<file path="config.mk">
export PLATFORM = sky130hd
export DESIGN_NAME = ecc_line_monitor
export DESIGN_NICKNAME = d
export VERILOG_FILES = /design/src/rtl/ecc_line_monitor.sv
export SDC_FILE = /design/constraint.sdc
export NUM_CORES = 1
export LEC_CHECK = 0
export ABC_AREA = 1
export BUFFER_PORTS_ARGS = -buffer_cell sky130_fd_sc_hd__buf_2
export CORE_ASPECT_RATIO = 0.7
export CORE_MARGIN = 1
export CORE_UTILIZATION = 45
export CTS_CLUSTER_SIZE = 24
export DETAILED_ROUTE_END_ITERATION = 8
export PLACE_DENSITY = 0.78
export SETUP_SLACK_MARGIN = 0.5
export SLEW_MARGIN = 10
export SYNTH_ARGS = -nofsm -noshare
export SYNTH_HDL_FRONTEND = slang
export SYNTH_SLANG_ARGS = --single-unit
</file>
<file path="constraint.sdc">
create_clock -name clk -period 3.1 [get_ports clk]
set_input_delay 0.62 -clock clk [delete_from_list [all_inputs] [get_ports clk]]
set_output_delay 0.62 -clock clk [all_outputs]
set_load 0.02 [all_outputs]
</file>
<file path="src/rtl/ecc_line_monitor.sv">
module ecc_line_monitor #(
  parameter int SET_W  = 2,
  parameter int WAY_W  = 2,
  parameter int DATA_W = 64,
  parameter int CNT_W  = 8,
  parameter int PROBES = 4
) (
  input  logic              clk,
  input  logic              rst_n,
  input  logic              enable,
  input  logic              start,
  input  logic              runtime_sel,
  input  logic              win_clr,
  input  logic              alarm_clr,
  output logic              mem_we,
  output logic              mem_re,
  output logic [SET_W-1:0]  mem_set,
  output logic [WAY_W-1:0]  mem_way,
  output logic [DATA_W-1:0] mem_wdata,
  input  logic              ecc_ce,
  input  logic              ecc_ue,
  output logic [SET_W-1:0]  tgt_set,
  output logic [WAY_W-1:0]  tgt_way,
  output logic [CNT_W-1:0]  acc_cnt,
  output logic [CNT_W-1:0]  err_cnt,
  output logic              alarm,
  output logic              busy
);
  localparam int LE_W = $clog2(PROBES + 1);
  localparam int PC_W = (PROBES > 1) ? $clog2(PROBES) : 1;
  localparam logic [CNT_W-1:0] CMAX = {CNT_W{1'b1}};

  typedef enum logic [2:0] {S_IDLE, S_WR, S_RD, S_RET, S_SMP} st_t;
  st_t state;

  logic             run_mode;
  logic [SET_W-1:0] cur_set, best_set;
  logic [WAY_W-1:0] cur_way, best_way;
  logic [PC_W-1:0]  pidx;
  logic [LE_W-1:0]  line_err, best_err, line_err_nx;
  logic             hit, sample, last_probe, last_line, better;

  assign hit         = ecc_ce | ecc_ue;
  assign sample      = enable && state == S_SMP;
  assign line_err_nx = line_err + LE_W'(hit);
  assign last_probe  = pidx == PC_W'(PROBES - 1);
  assign last_line   = &cur_set && &cur_way;
  assign better      = line_err_nx > best_err;

  assign busy      = state != S_IDLE;
  assign mem_we    = state == S_WR;
  assign mem_re    = state == S_RD;
  assign mem_set   = run_mode ? tgt_set : cur_set;
  assign mem_way   = run_mode ? tgt_way : cur_way;
  assign mem_wdata = {(DATA_W / 8){8'h5A}};

  always_ff @(posedge clk) begin
    if (!rst_n) begin
      state    <= S_IDLE;
      run_mode <= 1'b0;
      cur_set  <= '0;
      cur_way  <= '0;
      pidx     <= '0;
      line_err <= '0;
      best_err <= '0;
      best_set <= '0;
      best_way <= '0;
      tgt_set  <= '0;
      tgt_way  <= '0;
    end else if (!enable) begin
      state <= S_IDLE;
    end else begin
      case (state)
        S_IDLE: if (start) begin
          state    <= S_WR;
          run_mode <= runtime_sel;
          cur_set  <= '0;
          cur_way  <= '0;
          pidx     <= '0;
          line_err <= '0;
          best_err <= '0;
          best_set <= '0;
          best_way <= '0;
        end
        S_WR:  state <= S_RD;
        S_RD:  state <= S_RET;
        S_RET: state <= S_SMP;
        S_SMP: begin
          state <= S_WR;
          if (!run_mode) begin
            if (!last_probe) begin
              pidx     <= pidx + 1'b1;
              line_err <= line_err_nx;
            end else begin
              pidx     <= '0;
              line_err <= '0;
              if (better) begin
                best_err <= line_err_nx;
                best_set <= cur_set;
                best_way <= cur_way;
              end
              if (last_line) begin
                state   <= S_IDLE;
                tgt_set <= better ? cur_set : best_set;
                tgt_way <= better ? cur_way : best_way;
              end else begin
                cur_way <= cur_way + 1'b1;
                if (&cur_way) cur_set <= cur_set + 1'b1;
              end
            end
          end
        end
        default: state <= S_IDLE;
      endcase
    end
  end

  always_ff @(posedge clk) begin
    if (!rst_n || win_clr) begin
      acc_cnt <= '0;
      err_cnt <= '0;
    end else if (sample) begin
      if (acc_cnt != CMAX) acc_cnt <= acc_cnt + 1'b1;
      if (hit && err_cnt != CMAX) err_cnt <= err_cnt + 1'b1;
    end
  end

  always_ff @(posedge clk) begin
    if (!rst_n) alarm <= 1'b0;
    else if (sample && ecc_ue) alarm <= 1'b1;
    else if (alarm_clr) alarm <= 1'b0;
  end

  a_r1_read_follows_write: assert property (@(posedge clk) disable iff (!rst_n)
    mem_re |-> $past(mem_we));
  a_r3_err_not_above_acc: assert property (@(posedge clk) disable iff (!rst_n)
    err_cnt <= acc_cnt);
  a_r4_acc_holds_at_max: assert property (@(posedge clk) disable iff (!rst_n)
    (acc_cnt == CMAX && !win_clr) |=> acc_cnt == CMAX);
  a_r5_window_clear: assert property (@(posedge clk) disable iff (!rst_n)
    win_clr |=> (acc_cnt == '0 && err_cnt == '0));
  a_r9_alarm_sticky: assert property (@(posedge clk) disable iff (!rst_n)
    (alarm && !alarm_clr) |=> alarm);
  a_r10_quiet_when_off: assert property (@(posedge clk) disable iff (!rst_n)
    !enable |=> (!mem_we && !mem_re));
endmodule

</file>
Yosys cells after proc, flatten, opt, wreduce, memory -nomap -nowiden

Cells that the tools add are included.

Add/sub/neg operators: 6
Multiply operators: 0
Div/mod/pow operators: 0
Order comparisons: 1
Equality and inequality tests: 13
Shift-type cells: 0
Mux-type cells: 38
Bitwise operators: 2
Reductions and logical operators: 22

Operator list:

| operator            | count |
|---|---|
| $mux 2              | 18 |
| $mux 3              | 7 |
| $pmux 2 s2          | 5 |
| $add 8x1->8 const B | 2 |
| $ne 8x8->1 const B  | 2 |
| $pmux 3 s5          | 1 |
| $pmux 3 s2          | 2 |
| $reduce_and 6->1    | 2 |
| $ne 2x2->1 const B  | 5 |
| $reduce_and 2->1    | 5 |
| $reduce_and 5->1    | 2 |
| $reduce_and 7->1    | 1 |
| $add 2x1->2 const B | 3 |
| $eq 3x2->1 const B  | 2 |
| $mux 1              | 5 |
| $logic_and 1x1->1   | 4 |
| $reduce_and 4->1    | 1 |
| $reduce_bool 2->1   | 2 |
| $add 3x1->3         | 1 |
| $eq 3x1->1 const B  | 1 |
| $eq 3x3->1 const B  | 1 |
| $gt 3x3->1          | 1 |
| $logic_not 3->1     | 1 |
| $reduce_and 3->1    | 1 |
| 7 further kinds     | 7 |

Bits in registers: 41
Bits in latches: 0
Bits in writable memories: 0
Bits in read-only memories: 0
Output and inout bits: 92
Memories: 0

Longest topological paths before layout

Gate-level depths: netlist of the first run.

Depth after elaboration: 7
Mapped depth: 14
Gate-level depth less buffers: 13

Worst setup path before layout of the first run

Ideal clock, no wire load.

Path kind: input port to flip-flop
From: in ecc_ue
To: reg best_set[1]
Setup time: 0.058 ns
Data arrival time: 2.371 ns
Required time: 3.042 ns
Setup slack: 0.671 ns
Cell stages on the path: 14
Cells stage by stage: nor2_1 inv_1 ha_1 ha_1 xor2_1 ha_1 a21oi_1 nand2_1 nand2_1 clkbuf_1 nand2_1 o21ai_0 nand3_1 nand2_1

Longest elaborated chain between the ends: 7

Ends and longest elaborated chain:

| element              | line | RTL |
|---|---|---|
| from (decl)          | 21   | `input logic ecc_ue,` |
| $or 1x1->1           | 43   | `assign hit = ecc_ce \| ecc_ue;` |
| $add 3x1->3          | 45   | `assign line_err_nx = line_err + LE_W'(hit);` |
| $gt 3x3->1           | 48   | `assign better = line_err_nx > best_err;` |
| $mux 2 (3 in a row)  | n/a  |  |
| $pmux 2 s2           | n/a  |  |
| to (signal assigned) | 99   | `best_set <= cur_set;` |
| to (decl)            | 37   | `logic [SET_W-1:0] cur_set, best_set;` |

Every way passes these cells. The select of a mux whose other input is x is not followed.
A chain may end at the register's enable or synchronous reset.

Worst setup path after layout of the first run

From: in ecc_ue
To: reg best_set[0]

Same word-level chain as after synthesis.

==> results of run 1 <==
==> synth_stat cells (3+ instances only) <==
cell type  instances
buf_4             65
ha_1              10
nand2_1           97
nor2_4             4
nor2_1            36
inv_1             43
dfxtp_1           41
nand4_1            3
clkbuf_1           5
xor2_1             8
nand3_1           22
a21oi_1           29
o21ai_0           18
o211ai_1           4
nor3_1             5
==> sequential cells by signal, summed over array words and instances (netlist names) <==
name and count:
tgt_way 2, line_err 3, best_err 3, state 3, tgt_set 2, err_cnt 8
acc_cnt 8, cur_set 2, pidx 2, cur_way 2, run_mode 1, best_way 2
best_set 2, alarm 1
==> cell families after synthesis <==
family	Yosys count	share of synthesized area, %
AND/OR/NAND/NOR	175	28.1
buffers and inverters	115	24.5
AO/OA/AOI/OAI	51	9.62
flip-flops	41	29.8
XOR/XNOR	10	3.18
adder cells (fa/ha/maj)	10	4.54
other	2	0.272
==> power breakdown <==
part	switching [W]	internal, W
logic	0.000154	0.0000391
registers	0.0000103	0.000537
clock network	0.000183	0.000234
total	0.000347	0.000810
==> worst max-delay path: stages <==
cell and delay, ps:
buf_2 100, nor2_1 90, inv_1 70, ha_1 180
ha_1 180, xor2_1 150, ha_1 320, a21oi_1 140
nand2_1 80, nand2_2 190, nand2_1 110, o21ai_0 110
nand3_1 120, nand2_1 90
==> area by class of cell <==
type | instances | area share (%)
multi-input combinational | 310 | 52.3
sequential | 41 | 28.6
timing repair buffer | 36 | 6.29
inverter | 45 | 5.90
tap | 75 | 3.28
clock buffer | 5 | 2.40
clock inverter | 2 | 1.22
==> metal layers <==
layer / up-vias / track usage (%) / part of all wire (%)
met5: - / 0 / 0
met4: 0 / 3.73 / 0.14
met1: 1042 / 26.5 / 49
met2: 86 / 24.9 / 42
li1: 1212 / - / -
met3: 2 / 4.28 / 8.8
==> cell usage in the layout (no fill, tap or decap) <==
cell type,n
nor2_8,1
clkinv_2,1
nand2_4,1
nor2_1,36
ha_1,10
o211ai_1,4
bufinv_16,1
a21oi_1,29
nand3_2,1
dfxtp_1,41
clkbuf_8,5
nor3_2,1
nor2_4,4
nand4_1,3
buf_2,36
xor2_1,8
nand2_1,95
inv_2,2
nand3_1,22
nor3_1,5
nand2_2,3
inv_1,43
and2_1,1
o21ai_0,18
xnor2_1,2
nor2_2,2
conb_1,64
==> worst max path at each step <==
| stage | start | end | slack, ps | cells past startpoint |
|---|---|---|---|---|
| finish | ecc_ue | best_set[0] | 770 | 14 |
| global route | ecc_ue | best_err[1] | 570 | 14 |
| CTS | ecc_ue | best_err[1] | 600 | 14 |
| detailed placement | ecc_ue | best_err[1] | 290 | 13 |
| global placement | ecc_ue | best_err[0] | 400 | 13 |
| floorplan | ecc_ue | best_set[1] | 670 | 14 |
==> per-stage QoR <==
step / utilization, % / instances
after CTS: 49.2 / 514
final: 49.3 / 514
after detailed placement: 47.4 / 507
after floorplan: - / 466
after global placement: 47.4 / 507
after global routing: 49.3 / 514
==> results.sh, run 1 <==
export IMPL_netlist_area_um2=2760
export IMPL_whs_ps=454
export IMPL_r2r_cells=11
export IMPL_syn_inst=404
export IMPL_synthArstFlopShare_pct=0
export IMPL_arrival_ps=2560
export IMPL_drt_initial_drc_count=193
export IMPL_r2r_end="best_set[0]"
export IMPL_cp_start_kind="input port"
export IMPL_min_period_over_period_pct=75.2
export IMPL_first_global_vias=1923
export IMPL_ant_nets=0
export IMPL_antenna_found_initial=0
export IMPL_worstPathRequired_ps=3330
export IMPL_grt_usage_pct=17.6
export IMPL_hp_start="best_set[1]"
export IMPL_post_cts_buffers=0
export IMPL_die_area_um2=6450
export IMPL_status="completed"
export IMPL_nets=458
export IMPL_finalWirelength_um=5550
export IMPL_dpl_instance_area_um2=2760
export IMPL_power_w=0.00116
export IMPL_fin_skew_ps=6.98
export IMPL_synth_area_leader_cell="dfxtp_1"
export IMPL_grt_max_degree=15
export IMPL_port_buffers=36
export IMPL_fin_area_um2=2870
export IMPL_initial_utilization_pct=47.4
export IMPL_grt_pass1_wl_um=8780
export IMPL_fp_dieW_um=95.5
export IMPL_ir_drop_v=0.000187
export IMPL_vias=2342
export IMPL_drc_errors=0
export IMPL_root_buffer="clkbuf_8"
export IMPL_finalSetupViolCount=0
export IMPL_rsz0062_at_grt="no"
export IMPL_final_fill_count=594
export IMPL_cts_hold_buffers=0
export IMPL_fin_setup_tns_ps=0
export IMPL_yosysSeqAreaShare_pct=29.8
export IMPL_hold_depth=2
export IMPL_synth_top_cell_area_share_pct=29.8
export IMPL_cts_tree="built"
export IMPL_cap_viol_max_count=0
export IMPL_wire_per_inst_um=10.8
export IMPL_rows=23
export IMPL_p_leak_nw=1.46
export IMPL_hold_end="best_set[1]"
export IMPL_htree_levels=2
export IMPL_synth_distinct_cells=25
export IMPL_hold_viol=0
export IMPL_clkTransAtPathRegs_ps=80
export IMPL_yosysWarnings=0
export IMPL_end_kind="flop"
export IMPL_rrSetupSlack_ps=1040
export IMPL_final_max_slew_violation_count=0
export IMPL_cts_made_buffers=5
export IMPL_core_area_um2=5810
export IMPL_synth_area_leaders="dfxtp_1, buf_4, nand2_1, inv_1, a21oi_1"
export IMPL_syn_avg_cell_area_um2=6.82
export IMPL_io_pins=101
export IMPL_synth_seq_cells=41
export IMPL_vias_per_cell=4.56
export IMPL_dp_slack_ps=290
export IMPL_maxClockFrequency_mhz=429
export IMPL_synth_enable_flop_cells=0
export IMPL_critPathKind="input port to flop"
export IMPL_overflow=0
export IMPL_ctsResizeCount=0
export IMPL_cts_sinks=41
export IMPL_die_height_um=67.5
export IMPL_synth_main_ff_cell="dfxtp_1"
export IMPL_r2r_start="line_err[0]"
export IMPL_worst_slack_ps=770
export IMPL_dp_hpwl_um=4210
export IMPL_power_density_nw_per_um2=404
export IMPL_dr_pass1_iters=4
export IMPL_finalCriticalPeriod_ps=2330
export IMPL_cts_path_max_buffers=2
export IMPL_areaGrowthSynthToFinish_pct=3.95
export IMPL_seq_area_um2=821
export IMPL_clkLatencyLatePin_ps=290
export IMPL_drive_gt1_share_pct=13.2
export IMPL_cp_max_fo=13
export IMPL_antenna_cells=0
export IMPL_hp_class="flop to flop"
export IMPL_multi_input_area_um2=1500
export IMPL_place_gp_congestion=0.812
No activity file was read; power rests on OpenSTA's default activity.
==> run 2, diff against run 1 <==
--- a/config.mk
+++ b/config.mk
@@ -5,14 +5,14 @@
 export SDC_FILE = /design/constraint.sdc
 export NUM_CORES = 1
 export LEC_CHECK = 0
-export ABC_AREA = 1
+export ABC_AREA = 0
 export BUFFER_PORTS_ARGS = -buffer_cell sky130_fd_sc_hd__buf_2
 export CORE_ASPECT_RATIO = 0.7
 export CORE_MARGIN = 1
 export CORE_UTILIZATION = 45
 export CTS_CLUSTER_SIZE = 24
 export DETAILED_ROUTE_END_ITERATION = 8
-export PLACE_DENSITY = 0.78
+export PLACE_DENSITY = 0.81
 export SETUP_SLACK_MARGIN = 0.5
 export SLEW_MARGIN = 10
 export SYNTH_ARGS = -nofsm -noshare
==> constraint.sdc (replaced) <==
create_clock -name clk -period 2.1 [get_ports clk]
set_input_delay 0.42 -clock clk [delete_from_list [all_inputs] [get_ports clk]]
set_output_delay 0.42 -clock clk [all_outputs]
set_load 0.02 [all_outputs]
==> results.sh, run 2 <==
export IMPL_status="completed"
export IMPL_synth_area_leader_cell="dfxtp_1"
export IMPL_grt_usage_pct=19.0
export IMPL_drt_initial_drc_count=84
export IMPL_grt_max_degree=30
export IMPL_power_density_nw_per_um2=502
export IMPL_ir_drop_v=0.000231
export IMPL_cts_made_buffers=5
export IMPL_syn_avg_cell_area_um2=8.55
export IMPL_port_buffers=36
export IMPL_vias_per_cell=5.10
export IMPL_min_period_over_period_pct=93.6
export IMPL_hold_end="alarm"
export IMPL_root_buffer="clkbuf_8"
export IMPL_grt_pass1_wl_um=9210
export IMPL_r2r_cells=8
export IMPL_final_common_cell="conb_1"
export IMPL_dp_hpwl_um=3980
export IMPL_end_kind="flop"
export IMPL_synth_seq_cells=41
export IMPL_hold_viol=0
export IMPL_cap_viol_max_count=0
export IMPL_hp_class="input port to flop"
export IMPL_maxClockFrequency_mhz=509
export IMPL_clkTransAtPathRegs_ps=90
export IMPL_finalWirelength_um=5910
export IMPL_p_leak_nw=1.39
export IMPL_r2r_start="line_err[0]"
export IMPL_synth_area_leaders="dfxtp_1, buf_4, ha_1, nand2_1, o21ai_0"
export IMPL_cts_tree="built"
export IMPL_nets=394
export IMPL_drc_errors=0
export IMPL_yosysMostFrequentCell="buf_4"
export IMPL_ant_nets=0
export IMPL_vias=2299
export IMPL_io_pins=101
export IMPL_drive_gt1_share_pct=30.1
export IMPL_first_global_vias=1962
export IMPL_worstPathRequired_ps=2300
export IMPL_fp_dieW_um=94.9
export IMPL_finalSetupViolCount=0
export IMPL_hold_depth=3
export IMPL_die_height_um=67.0
export IMPL_antenna_cells=0
export IMPL_yosysSeqAreaShare_pct=30.2
export IMPL_place_gp_congestion=0.889
export IMPL_areaGrowthSynthToFinish_pct=20.9
export IMPL_arrival_ps=2160
export IMPL_finalCriticalPeriod_ps=1970
export IMPL_mostFrequentLayoutCells="conb_1, dfxtp_1, buf_2, nand2_1, buf_4"
export IMPL_placedCellCount=425
export IMPL_reg_top3="acc_cnt x8, err_cnt x8"
export IMPL_dpl_instance_area_um2=2790
export IMPL_initial_utilization_pct=47.0
export IMPL_antenna_found_initial=0
export IMPL_synth_main_ff_cell="dfxtp_1"
export IMPL_final_cell_count_no_fill=451
export IMPL_cts_path_max_buffers=2
export IMPL_clkLatencyLatePin_ps=310
export IMPL_whs_ps=360
export IMPL_synthArstFlopShare_pct=0
export IMPL_tightest_slew_ps=641
export IMPL_power_w=0.00165
export IMPL_fin_skew_ps=11.9
export IMPL_wire_per_inst_um=13.1
export IMPL_rrSetupSlack_ps=230
export IMPL_syn_inst=318
export IMPL_cp_start_kind="input port"
export IMPL_dr_pass1_iters=4
export IMPL_hp_start="ecc_ue"
export IMPL_r2r_end="best_err[0]"
export IMPL_fin_area_um2=3280
export IMPL_netlist_area_um2=2720
export IMPL_cts_hold_buffers=0
export IMPL_finish_utilization_pct=56.8
export IMPL_rsz0062_at_grt="yes"
export IMPL_synth_enable_flop_cells=0
export IMPL_core_area_um2=5780
export IMPL_overflow=0
export IMPL_die_area_um2=6360
export IMPL_critPathKind="input port to flop"
export IMPL_cp_max_fo=4
export IMPL_slew_headroom_pct=57.3
export IMPL_final_max_slew_violation_count=0
export IMPL_rows=23
export IMPL_htree_levels=2
export IMPL_cts_sinks=41
export IMPL_synth_top_cell_area_share_pct=30.2
export IMPL_synth_common_cells="buf_4, dfxtp_1, nand2_1, o21ai_0, nand3_1"
export IMPL_yosysWarnings=0
export IMPL_synth_distinct_cells=60
run 2: cell types whose count changed after synthesis, moves of 5 or more:
cell	before	now
inv_1	43	11
nand3_1	22	17
nor2b_1	0	6
a21oi_1	29	8
nand2_1	97	26
mux2i_1	0	7
nor2_1	36	11
or3_1	0	6
run 2: critical path, stage by stage:
cell and delay, ps:
buf_6 90, or2_4 250, ha_4 160, ha_4 170, xor2_4 180, ha_4 250
nand3_4 80, o21ai_4 80, a211o_4 350, mux2i_1 120
run 2: cell families after synthesis:
family                   after synthesis  synth area share (%)
AND/OR/NAND/NOR                       98                  20.6
XOR/XNOR                               9                  2.90
multiplexers                           7                  2.58
AO/OA/AOI/OAI                         63                  16.8
other                                  2                 0.276
buffers and inverters                 88                  22.1
adder cells (fa/ha/maj)               10                  4.60
flip-flops                            41                  30.2
run 2: worst max-delay path by stage:
stage	to	depth (start not counted)	slack, ps	start
global placement	best_err[2]	10	-240	ecc_ue
detailed placement	best_err[2]	10	-320	ecc_ue
finish	best_err[0]	10	130	ecc_ce
floorplan	best_err[0]	9	-120	ecc_ue
global route	best_err[0]	10	80	ecc_ce
CTS	best_err[2]	10	160	ecc_ce
run 2: routing by layer:
layer / share of wire (%) / wire [um] / GRT usage [%]
met5: 0 / 0 / 0
met4: 1.0 / 59 / 8.14
met3: 4.8 / 284 / 2.74
met2: 51 / 2990 / 32.4
met1: 44 / 2580 / 23.9
run 2: repair_timing:
item | 4_1_cts | 5_1_grt
endpoints found under the setup margin | 29 | 33
gates resized for setup | 27 | 31
pin swaps | 7 | 10
setup buffers | 8 | 10
run 2: area by class of cell:
class	count	area, um^2
Clock inverter	2	38.8
Sequential cell	41	842
Clock buffer	6	72.6
Inverter	11	41.3
Multi-Input combinational cell	251	1750
Timing Repair Buffer	65	449
Tap cell	75	93.8
Fill cell	499	2500
run 2: where the power goes:
group	total, W	switching [W]	leakage (nW)	internal [W]
logic	0.000223	0.000161	1.00	0.0000618
registers	0.000783	0.00000747	0.336	0.000776
clock network	0.000644	0.000287	0.0554	0.000357
run 2: metrics by stage:
stage | TNS, ps | worst slack (ps)
floorplan | -569 | -117
global placement | -2180 | -239
detailed placement | -3050 | -322
CTS | 0 | 156
global route | 0 | 84.2
finish | 0 | 135
==> run 3, diff against run 2 <==
--- a/config.mk
+++ b/config.mk
@@ -5,7 +5,7 @@
 export SDC_FILE = /design/constraint.sdc
 export NUM_CORES = 1
 export LEC_CHECK = 0
-export ABC_AREA = 0
+export ABC_AREA = 1
 export BUFFER_PORTS_ARGS = -buffer_cell sky130_fd_sc_hd__buf_2
 export CORE_ASPECT_RATIO = 0.7
 export CORE_MARGIN = 1
==> results.sh, run 3 (same netlist as run 1, synthesis figures left out) <==
export IMPL_finalSetupViolCount=0
export IMPL_cts_hold_buffers=0
export IMPL_rows=23
export IMPL_clkLatencyLatePin_ps=300
export IMPL_overflow=0
export IMPL_vias=2449
export IMPL_core_area_um2=5810
export IMPL_grt_pass1_wl_um=8680
export IMPL_cts_made_buffers=5
export IMPL_hold_viol=0
export IMPL_cts_tree="built"
export IMPL_drive_gt1_share_pct=22.4
export IMPL_io_pins=101
export IMPL_rsz0062_at_grt="yes"
export IMPL_path_delay_family="adder cells"
export IMPL_arrival_ps=2200
export IMPL_final_max_slew_violation_count=0
export IMPL_fin_skew_ps=13.2
export IMPL_die_area_um2=6450
export IMPL_intPower_w=0.00120
export IMPL_finish_utilization_pct=53.9
export IMPL_rrSetupSlack_ps=140
export IMPL_cts_sinks=41
export IMPL_root_buffer="clkbuf_8"
export IMPL_port_buffers=36
export IMPL_cts_path_max_buffers=2
export IMPL_wire_per_inst_um=10.8
export IMPL_cap_viol_max_count=0
export IMPL_power_density_nw_per_um2=564
export IMPL_cp_slowest_cell="ha_1"
export IMPL_sequentialPowerShare_pct=45.8
export IMPL_power_switching_share_pct=32.1
export IMPL_p_clk_share_pct=30.5
export IMPL_htree_levels=2
export IMPL_reg_top3="acc_cnt x8, err_cnt x8"
export IMPL_nets=469
export IMPL_finalWirelength_um=5680
export IMPL_power_frac_comb_pct=23.7
export IMPL_cp_start_kind="input port"
export IMPL_grt_max_degree=15
export IMPL_dr_pass1_iters=5
export IMPL_worst_slack_ps=132
export IMPL_ir_drop_v=0.000311
export IMPL_cpPeakStageDelay_ps=310
export IMPL_dp_slack_ps=-156
export IMPL_ant_nets=0
export IMPL_fp_dieW_um=95.5
export IMPL_crit_buf_inv=3
export IMPL_cp_max_fo=6
export IMPL_place_gp_congestion=0.833
export IMPL_drc_errors=0
export IMPL_p_sw_w=0.000568
export IMPL_min_period_over_period_pct=93.7
export IMPL_mostFrequentLayoutCells="nand2_1, conb_1, inv_1, buf_2, nor2_1"
export IMPL_p_leak_nw=1.55
export IMPL_critPathKind="input port to flop"
export IMPL_final_fill_count=554
export IMPL_end_kind="flop"
export IMPL_first_global_vias=2009
export IMPL_initial_utilization_pct=47.4
export IMPL_antenna_cells=0
export IMPL_drt_initial_drc_count=150
export IMPL_finalCriticalPeriod_ps=1970
export IMPL_clkTransAtPathRegs_ps=90
export IMPL_die_height_um=67.5
export IMPL_vias_per_cell=4.66
export IMPL_dp_hpwl_um=4070
export IMPL_grt_usage_pct=17.5
export IMPL_path_cells="buf_8 -> nor2_4 -> inv_2 -> ha_4 -> ha_4 -> xor2_2 -> ha_1 -> a21oi_1 -> nand2_1 -> nand2_4 -> buf_4 -> nand2_4 -> nand3_1 -> nand2_1 -> nor2_1"
export IMPL_status="completed"
export IMPL_antenna_found_initial=0
export IMPL_maxClockFrequency_mhz=508
export IMPL_final_common_cell="nand2_1"
export IMPL_areaGrowthSynthToFinish_pct=13.6
export IMPL_hp_class="input port to flop"
export IMPL_worstPathRequired_ps=2330
==> run 3: metal layers <==
metal | up-vias | global-route usage, % | share of wire [%] | routed length, um
met2 | 83 | 28.3 | 47 | 2660
met5 | - | 0 | 0 | 0
li1 | 1239 | - | - | -
met1 | 1120 | 23.1 | 47 | 2670
met3 | 7 | 3.38 | 5.0 | 285
met4 | 0 | 6.90 | 1.3 | 72
==> run 3: repair_timing <==
| item | 4_1_cts | 5_1_grt |
|---|---|---|
| cloned | 0 | 1 |
| setup endpoints to repair | 18 | 34 |
| resized for setup | 7 | 40 |
| pin swaps | 1 | 9 |
| buffers inserted | 4 | 2 |
| hold endpoints to repair | 0 | 0 |
==> run 3: worst reg2reg max path, delay by kind of cell (launching register included) <==
kind                     cells  cell delay (ps)
adder cells (fa/ha/maj)      3              620
AND/OR/NAND/NOR              6              520
flip-flops                   1              350
XOR/XNOR                     1              140
buffers and inverters        1              130
AO/OA/AOI/OAI                1              140
==> run 3: through the flow <==
step / hold WS (ps) / cells / area (um^2) / power, W / TNS, ps
floorplan: 426 / 466 / 3040 / 0.00117 / 0
global placement: 438 / 511 / 2840 / 0.00114 / -798
detailed placement: 441 / 511 / 2840 / 0.00115 / -1400
CTS: 380 / 522 / 2970 / 0.00169 / 0
global route: 376 / 525 / 3130 / 0.00185 / -4.88
finish: 381 / 525 / 3130 / 0.00177 / 0
==> run 3: final timing paths <==
kind                                   from           to  cells after the start
worst max-delay path                 ecc_ue  best_err[1]                     15
worst min-delay path              alarm_clr        alarm                      4
worst max register to register  line_err[0]  best_err[1]                     12
worst min register to register  best_set[1]  best_set[1]                      2
==> run 3: power groups by stage <==
| stage | Sequential, W | Clock [W] | Combinational (W) |
|---|---|---|---|
| 2_1_floorplan | 0.000821 | 0 | 0.000354 |
| 3_3_place_gp | 0.000826 | 0 | 0.000314 |
| 3_5_place_dp | 0.000828 | 0 | 0.000321 |
| 4_1_cts | 0.000810 | 0.000552 | 0.000332 |
| 5_1_grt | 0.000811 | 0.000581 | 0.000457 |
| 6_report | 0.000809 | 0.000540 | 0.000418 |
==> run 3: layout make-up <==
cell class | count | area [um^2] | share of cell area (%)
inverters | 45 | 178 | 5.68
clock inverters | 1 | 7.51 | 0.240
flip-flops and latches | 41 | 845 | 27.0
repair buffers | 47 | 303 | 9.67
clock buffers | 6 | 82.6 | 2.64
multi-input cells | 310 | 1620 | 51.8
well taps | 75 | 93.8 | 3.00
